<file path="config.mk">
export PLATFORM = sky130hd
export DESIGN_NAME = gpio_bank_ctrl
export DESIGN_NICKNAME = d
export VERILOG_FILES = /design/src/rtl/gpio_pkg.sv /design/src/rtl/gpio_sync.sv /design/src/rtl/gpio_edge.sv /design/src/rtl/gpio_regs.sv /design/src/rtl/gpio_bank_ctrl.sv
export SDC_FILE = /design/constraint.sdc
export NUM_CORES = 1
export LEC_CHECK = 0
export ABC_CLOCK_PERIOD_IN_PS = 4000
export CAP_MARGIN = 20
export CORE_ASPECT_RATIO = 1.1
export CORE_MARGIN = 2
export CORE_UTILIZATION = 49
export DETAILED_ROUTE_END_ITERATION = 10
export DONT_BUFFER_PORTS = 1
export HOLD_SLACK_MARGIN = 0.06
export PLACE_DENSITY = 0.67
export SETUP_SLACK_MARGIN = 0.4
export SLEW_MARGIN = 20
export SYNTH_ARGS = -nofsm -noshare
export SYNTH_HDL_FRONTEND = slang
export SYNTH_SLANG_ARGS = --single-unit
</file>
<file path="constraint.sdc">
create_clock -name clk -period 4 [get_ports clk]
set_input_delay 1.2 -clock clk [delete_from_list [all_inputs] [get_ports clk]]
set_output_delay 1.2 -clock clk [all_outputs]
set_load 0.02 [all_outputs]
</file>
<file path="src/rtl/gpio_pkg.sv">
package gpio_pkg;

  typedef enum logic [3:0] {
    GRP_LVL = 4'd0,
    GRP_DIR = 4'd1,
    GRP_SET = 4'd2,
    GRP_CLR = 4'd3,
    GRP_REN = 4'd4,
    GRP_FEN = 4'd5,
    GRP_STS = 4'd6,
    GRP_ALT = 4'd7,
    GRP_NONE = 4'd8
  } grp_e;

  // Which feature group a word index belongs to.
  function automatic grp_e word_group(int unsigned widx, int unsigned nbank);
    int unsigned g;
    if (widx >= 9 * nbank) return GRP_NONE;
    g = widx / nbank;
    if (g >= 7) return GRP_ALT;
    return grp_e'(g[3:0]);
  endfunction

  // Index of the word inside its group (bank, or half-bank for ALT).
  function automatic int unsigned word_slot(int unsigned widx, int unsigned nbank);
    int unsigned g;
    g = widx / nbank;
    if (g >= 7) return widx - 7 * nbank;
    return widx - g * nbank;
  endfunction

  // New edge status: keep unless cleared, an edge always wins.
  function automatic logic [31:0] status_next(logic [31:0] cur, logic [31:0] clr,
                                              logic [31:0] evt);
    return (cur & ~clr) | evt;
  endfunction

endpackage

</file>
<file path="src/rtl/gpio_sync.sv">
module gpio_sync #(
  parameter int W = 64
) (
  input  logic         clk,
  input  logic         rst_n,
  input  logic [W-1:0] d_in,
  output logic [W-1:0] q_out
);
  logic [W-1:0] stage1;
  logic [W-1:0] stage2;

  always_ff @(posedge clk or negedge rst_n) begin
    if (!rst_n) begin
      stage1 <= '0;
      stage2 <= '0;
    end else begin
      stage1 <= d_in;
      stage2 <= stage1;
    end
  end

  assign q_out = stage2;
endmodule

</file>
<file path="src/rtl/gpio_edge.sv">
module gpio_edge #(
  parameter int NBANK = 2
) (
  input  logic                  clk,
  input  logic                  rst_n,
  input  logic [NBANK*32-1:0]   lvl,
  input  logic [NBANK*32-1:0]   rise_en,
  input  logic [NBANK*32-1:0]   fall_en,
  input  logic [NBANK*32-1:0]   clr_mask,
  output logic [NBANK*32-1:0]   evt,
  output logic [NBANK*32-1:0]   status
);
  import gpio_pkg::*;
  localparam int W = NBANK * 32;

  logic [W-1:0] lvl_prev;

  always_ff @(posedge clk or negedge rst_n) begin
    if (!rst_n) lvl_prev <= '0;
    else        lvl_prev <= lvl;
  end

  assign evt = (lvl & ~lvl_prev & rise_en) | (~lvl & lvl_prev & fall_en);

  for (genvar b = 0; b < NBANK; b++) begin : g_bank
    always_ff @(posedge clk or negedge rst_n) begin
      if (!rst_n) status[b*32 +: 32] <= '0;
      else status[b*32 +: 32] <= status_next(status[b*32 +: 32], clr_mask[b*32 +: 32],
                                             evt[b*32 +: 32]);
    end
  end

  // a written one with no competing edge leaves the bit clear
  a_r7_w1c_clears: assert property (@(posedge clk) disable iff (!rst_n)
    (|(clr_mask & ~evt)) |=> ((status & $past(clr_mask & ~evt)) == '0));
  // a detected edge always lands, even under a clearing write
  a_r8_edge_wins: assert property (@(posedge clk) disable iff (!rst_n)
    (|evt) |=> ((status & $past(evt)) == $past(evt)));
  // no status bit rises without a detected enabled edge
  a_r6_no_spurious: assert property (@(posedge clk) disable iff (!rst_n)
    1'b1 |=> ((status & ~$past(status) & ~$past(evt)) == '0));
endmodule

</file>
<file path="src/rtl/gpio_regs.sv">
module gpio_regs #(
  parameter int NBANK = 2
) (
  input  logic                  clk,
  input  logic                  rst_n,
  input  logic [31:0]           wdata,
  input  logic [NBANK-1:0]      dir_we,
  input  logic [NBANK-1:0]      ren_we,
  input  logic [NBANK-1:0]      fen_we,
  input  logic [2*NBANK-1:0]    alt_we,
  input  logic [NBANK*32-1:0]   set_mask,
  input  logic [NBANK*32-1:0]   clr_mask,
  output logic [NBANK*32-1:0]   dir,
  output logic [NBANK*32-1:0]   out_val,
  output logic [NBANK*32-1:0]   rise_en,
  output logic [NBANK*32-1:0]   fall_en,
  output logic [NBANK*64-1:0]   alt
);
  for (genvar b = 0; b < NBANK; b++) begin : g_bank
    always_ff @(posedge clk or negedge rst_n) begin
      if (!rst_n) begin
        dir[b*32 +: 32]     <= '0;
        out_val[b*32 +: 32] <= '0;
        rise_en[b*32 +: 32] <= '0;
        fall_en[b*32 +: 32] <= '0;
      end else begin
        if (dir_we[b]) dir[b*32 +: 32]     <= wdata;
        if (ren_we[b]) rise_en[b*32 +: 32] <= wdata;
        if (fen_we[b]) fall_en[b*32 +: 32] <= wdata;
        out_val[b*32 +: 32] <= (out_val[b*32 +: 32] | set_mask[b*32 +: 32])
                               & ~clr_mask[b*32 +: 32];
      end
    end
  end

  for (genvar h = 0; h < 2 * NBANK; h++) begin : g_alt
    always_ff @(posedge clk or negedge rst_n) begin
      if (!rst_n)        alt[h*32 +: 32] <= '0;
      else if (alt_we[h]) alt[h*32 +: 32] <= wdata;
    end
  end
endmodule

</file>
<file path="src/rtl/gpio_bank_ctrl.sv">
module gpio_bank_ctrl #(
  parameter int NPIN = 64,
  localparam int NBANK = NPIN / 32,
  localparam int NWORD = 9 * NBANK,
  localparam int AW = $clog2(NWORD * 4)
) (
  input  logic              clk,
  input  logic              rst_n,
  input  logic              bus_sel,
  input  logic              bus_wr,
  input  logic [AW-1:0]     bus_addr,
  input  logic [31:0]       bus_wdata,
  output logic [31:0]       bus_rdata,
  input  logic [NPIN-1:0]   pin_in,
  output logic [NPIN-1:0]   pin_oe,
  output logic [NPIN-1:0]   pin_out,
  output logic [2*NPIN-1:0] alt_sel,
  output logic              irq
);
  import gpio_pkg::*;

  int unsigned  widx;
  int unsigned  slot;
  grp_e         grp;
  logic         wr_hit;
  logic         rd_hit;

  logic [NPIN-1:0]   lvl_sync;
  logic [NPIN-1:0]   dir_q, out_q, ren_q, fen_q, sts_q, edge_evt;
  logic [NPIN-1:0]   set_mask, clr_mask, sts_clr;
  logic [2*NPIN-1:0] alt_q;
  logic [NBANK-1:0]  dir_we, ren_we, fen_we;
  logic [2*NBANK-1:0] alt_we;
  logic [31:0]       rd_word;

  assign widx   = int'(bus_addr[AW-1:2]);
  assign grp    = word_group(widx, NBANK);
  assign slot   = word_slot(widx, NBANK);
  assign wr_hit = bus_sel & bus_wr;
  assign rd_hit = bus_sel & ~bus_wr;

  for (genvar b = 0; b < NBANK; b++) begin : g_dec
    logic bsel;
    assign bsel      = wr_hit && (slot == b);
    assign dir_we[b] = bsel && (grp == GRP_DIR);
    assign ren_we[b] = bsel && (grp == GRP_REN);
    assign fen_we[b] = bsel && (grp == GRP_FEN);
    assign set_mask[b*32 +: 32] = (bsel && grp == GRP_SET) ? bus_wdata : '0;
    assign clr_mask[b*32 +: 32] = (bsel && grp == GRP_CLR) ? bus_wdata : '0;
    assign sts_clr[b*32 +: 32]  = (bsel && grp == GRP_STS) ? bus_wdata : '0;
  end

  for (genvar h = 0; h < 2 * NBANK; h++) begin : g_adec
    assign alt_we[h] = wr_hit && (grp == GRP_ALT) && (slot == h);
  end

  gpio_sync #(.W(NPIN)) u_sync (
    .clk(clk), .rst_n(rst_n), .d_in(pin_in), .q_out(lvl_sync)
  );

  gpio_regs #(.NBANK(NBANK)) u_regs (
    .clk(clk), .rst_n(rst_n), .wdata(bus_wdata),
    .dir_we(dir_we), .ren_we(ren_we), .fen_we(fen_we), .alt_we(alt_we),
    .set_mask(set_mask), .clr_mask(clr_mask),
    .dir(dir_q), .out_val(out_q), .rise_en(ren_q), .fall_en(fen_q), .alt(alt_q)
  );

  gpio_edge #(.NBANK(NBANK)) u_edge (
    .clk(clk), .rst_n(rst_n), .lvl(lvl_sync), .rise_en(ren_q), .fall_en(fen_q),
    .clr_mask(sts_clr), .evt(edge_evt), .status(sts_q)
  );

  always_comb begin
    rd_word = '0;
    if (slot < NBANK) begin
      case (grp)
        GRP_LVL: rd_word = lvl_sync[slot*32 +: 32];
        GRP_DIR: rd_word = dir_q[slot*32 +: 32];
        GRP_REN: rd_word = ren_q[slot*32 +: 32];
        GRP_FEN: rd_word = fen_q[slot*32 +: 32];
        GRP_STS: rd_word = sts_q[slot*32 +: 32];
        default: rd_word = '0;
      endcase
    end
    if (grp == GRP_ALT && slot < 2 * NBANK) rd_word = alt_q[slot*32 +: 32];
  end

  always_ff @(posedge clk or negedge rst_n) begin
    if (!rst_n)      bus_rdata <= '0;
    else if (rd_hit) bus_rdata <= rd_word;
  end

  assign pin_oe  = dir_q;
  assign pin_out = out_q;
  assign alt_sel = alt_q;
  assign irq     = |sts_q;

  // a set write raises every written pin on the next edge
  a_r4_set_drives: assert property (@(posedge clk) disable iff (!rst_n)
    (|set_mask) |=> ((pin_out & $past(set_mask)) == $past(set_mask)));
  // a clear write lowers every written pin on the next edge
  a_r4_clr_drives: assert property (@(posedge clk) disable iff (!rst_n)
    (|clr_mask) |=> ((pin_out & $past(clr_mask)) == '0));
  // untouched outputs hold when no set or clear word is written
  a_r4_hold: assert property (@(posedge clk) disable iff (!rst_n)
    (set_mask == '0 && clr_mask == '0) |=> $stable(pin_out));
  // an unmapped read returns zero
  a_r11_unmapped_zero: assert property (@(posedge clk) disable iff (!rst_n)
    (rd_hit && widx >= NWORD) |=> (bus_rdata == '0));
  // the interrupt falls only after a status-clearing write
  a_r9_irq_fall: assert property (@(posedge clk) disable iff (!rst_n)
    $fell(irq) |-> $past(|sts_clr));
endmodule

</file>
==> flow_summary.json <==
{
  "crit_family": "simple AND/OR/NAND/NOR gates",
  "cts.clk_slew.worst_paths_ps": 60,
  "p_sw_share_pct": 25.7,
  "yosysWarnings": 0,
  "hold_class": "in -> async",
  "mostFrequentLayoutCell": "dfrtp_1",
  "cts_buffers": 71,
  "cap_violations": 0,
  "finClkSkew_ps": 16.3,
  "fin_nets": 2195,
  "crit_path_cell_trace": "nor4_1 > nand4_1 > or4_4",
  "violations": "max-slew violations",
  "htreeDepth": 3,
  "antenna_found_initial": 7,
  "dpl_cell_area_mm2": 0.0281,
  "synth.yosys.seq_area_share_pct": 61.0,
  "rsz0062_at_grt": "false",
  "crit_end": "irq",
  "dieArea_mm2": 0.0582,
  "drc": 0,
  "clockRootBuffer": "clkbuf_16",
  "setup_tns_ps": 0,
  "num_vias": 18600,
  "die_h_um": 253,
  "insertion_delay_ps": 620,
  "drive_gt1_share_pct": 21.1,
  "detailed_place_hpwl_um": 52900,
  "yosysUniqueCellTypes": 50,
  "required_ps": 2800,
  "critPathSlowestCell": "or4_4",
  "clkPwrFrac_pct": 40.8,
  "initial_utilization_pct": 49.3,
  "power_frac_comb_pct": 6.3,
  "viasPerCell": 6.43,
  "synth_area_mm2": 0.0276,
  "timing.rr.end": "bus_rdata[0]",
  "finalCritPeriodShare_pct": 87.7,
  "drt-total-wl_um": 85200,
  "design_area_mm2": 0.0305,
  "synth.avg_cell_area_um2": 12.9,
  "r2r.worst_path.cells": 3,
  "grtUsageTotal_pct": 29.1,
  "cts_buffer_depth": 3,
  "cts_tree": "yes",
  "grt_remaining_overflow": 0,
  "drtIter0Drc": 1831,
  "setup_violations": 0,
  "wl_per_cell_um": 29.5,
  "crit_type": "reg -> out",
  "fp-row-count": 91,
  "areaGrowthSynthToFinish_pct": 10.6,
  "critical_path_depth": 3,
  "hold_violations": 0,
  "place_congestion": 0.854,
  "port_buffers": 0,
  "ys_ff_latch": 672,
  "cp-end-kind": "primary output",
  "syn-instance-count": 2135,
  "crit_start": "u_edge.status[33]",
  "dr.pass1.iters": 6,
  "grt_pass1_wl_um": 125000,
  "die_width_um": 230,
  "grt_max_degree": 673,
  "powerDensity_mw_per_mm2": 526,
  "totalPowerFinal_mw": 16.1,
  "cp-start-kind": "register",
  "grt_pass1_vias": 19000,
  "p_sw_mw": 4.12,
  "r2r_setup_slack_ps": 2400,
  "critPathArrivalTime_ps": 2310,
  "tightestPinTransition_ps": 3930,
  "reg2reg_from": "u_regs.alt[64]",
  "ant_nets": 0,
  "cts_setup_buffers": 0,
  "p_int_mw": 11.9,
  "maxSlewHeadroom_pct": -162,
  "power_leakage_nw": 13.8,
  "timing.fmax_mhz": 285,
  "period_minus_slack_ps": 3510,
  "crit_path_max_incr_delay_ps": 610,
  "seqPwrFrac_pct": 52.8,
  "vdd_ir_drop_max_mv": 0.349,
  "final_cell_mix": "672 x dfrtp_1, 229 x mux2_2, 225 x nand2_1",
  "crit_path_max_fanout": 3,
  "postSynthNetCount": 2244,
  "io_pins": 396,
  "coreArea_mm2": 0.0559,
  "cts.sinks": 672,
  "status": "complete, but fails checks",
  "critPathBufInv": 0,
  "drv_slew": 546
}
[logic make-up (layout without fill, tap and decap cells)]
logic type	count (synthesis)	after routing	share of synthesized area (%)
AOI/OAI and AO/OA	521	521	12.2
adders and majority gates	2	2	0.0907
muxes	352	352	15.7
and+or+nand+nor	421	421	7.81
DFF	672	672	61.0
buffers and inverters	167	169	3.23
other	0	3	0
[metrics by stage]
stage,hold slack (ps),worst slack (ps),instances,utilization [%]
6_report,301,493,2884,54.6
5_1_grt,271,401,2883,54.6
4_1_cts,274,433,2881,54.6
3_5_place_dp,335,409,2757,50.3
3_3_place_gp,333,485,2757,50.3
2_1_floorplan,331,566,2135,-
[worst reg2reg max path: cells and delay by family (launching register included)]
| kind | cells | cell delay (ps) |
|---|---|---|
| DFF | 1 | 580 |
| muxes | 1 | 540 |
| and+or+nand+nor | 2 | 340 |
[sequential cells by signal, indices dropped and copies added (netlist names)]
| name | cells |
|---|---|
| u_regs.rise_en | 64 |
| u_sync.q_out | 64 |
| u_regs.alt | 128 |
| bus_rdata | 32 |
| u_regs.out_val | 64 |
| u_regs.fall_en | 64 |
| u_sync.stage1 | 64 |
| u_edge.status | 64 |
| u_regs.dir | 64 |
| u_edge.lvl_prev | 64 |
[Yosys cell counts (all sizes together)]
library cell / number / area share (%)
a21bo: 1 / 0.036
a21o: 64 / 1.7
a21oi: 131 / 2.4
a22o: 1 / 0.032
a22oi: 65 / 1.8
a31oi: 1 / 0.023
a32o: 1 / 0.036
and2: 2 / 0.050
and2b: 2 / 0.059
and3: 2 / 0.045
and3b: 1 / 0.032
and4bb: 1 / 0.045
buf: 79 / 2.0
clkbuf: 86 / 1.2
dfrtp: 672 / 61
ha: 2 / 0.091
inv: 2 / 0.027
mux2: 320 / 13
mux4: 32 / 2.6
nand2: 233 / 3.3
nand2b: 7 / 0.16
nand3: 34 / 0.62
nand3b: 67 / 1.8
nand4: 35 / 0.79
nand4b: 1 / 0.054
nor2: 10 / 0.15
nor2b: 3 / 0.077
nor3: 5 / 0.19
nor4: 16 / 0.36
o2111ai: 64 / 2.0
o211ai: 64 / 1.7
o21ai: 129 / 2.3
or2: 1 / 0.032
or4: 1 / 0.027
[power by group through the flow]
stage	Clock (mW)	Combinational (mW)	Sequential, mW
floorplan	0	0.859	8.22
global placement	0	0.961	8.53
detailed placement	0	1.00	8.56
CTS	6.68	1.01	8.47
global route	6.96	1.11	8.55
finish	6.56	1.01	8.49
[per-layer routing]
layer | share of wire [%] | vias up | GRT usage (%) | routed length, µm
met5 | 0.029 | - | 0 | 25
met4 | 3.6 | 4 | 12.8 | 3080
met3 | 9.8 | 177 | 7.88 | 8360
met2 | 48 | 976 | 47.1 | 41100
met1 | 38 | 9650 | 36.9 | 32600
li1 | - | 7746 | - | -
[repair_timing]
item | in CTS | in global routing
setup endpoints to repair | 1 | 0
hold buffers | 0 | 0
resized for setup | 8 | 0
[worst min path at each step]
stage / depth (start not counted) / from / endpoint / slack, ps
after floorplan: 0 / u_sync.stage1[0] / u_sync.q_out[0] / 330
after global placement: 0 / u_sync.stage1[22] / u_sync.q_out[22] / 330
after detailed placement: 0 / u_sync.stage1[13] / u_sync.q_out[13] / 330
after CTS: 0 / rst_n / u_regs.rise_en[0] / 270
after global routing: 0 / rst_n / u_regs.rise_en[60] / 270
final: 0 / rst_n / u_sync.q_out[60] / 300
[cell type report]
class,instances,area [µm²]
clock inverter,13,140
multi-input combinational,1296,10000
antenna,3,7.51
sequential,672,16800
inverter,2,7.51
tap,744,931
clock buffer,111,2180
timing repair buffer,43,423
fill,4634,25400
Power figures use the tool's default switching activity.
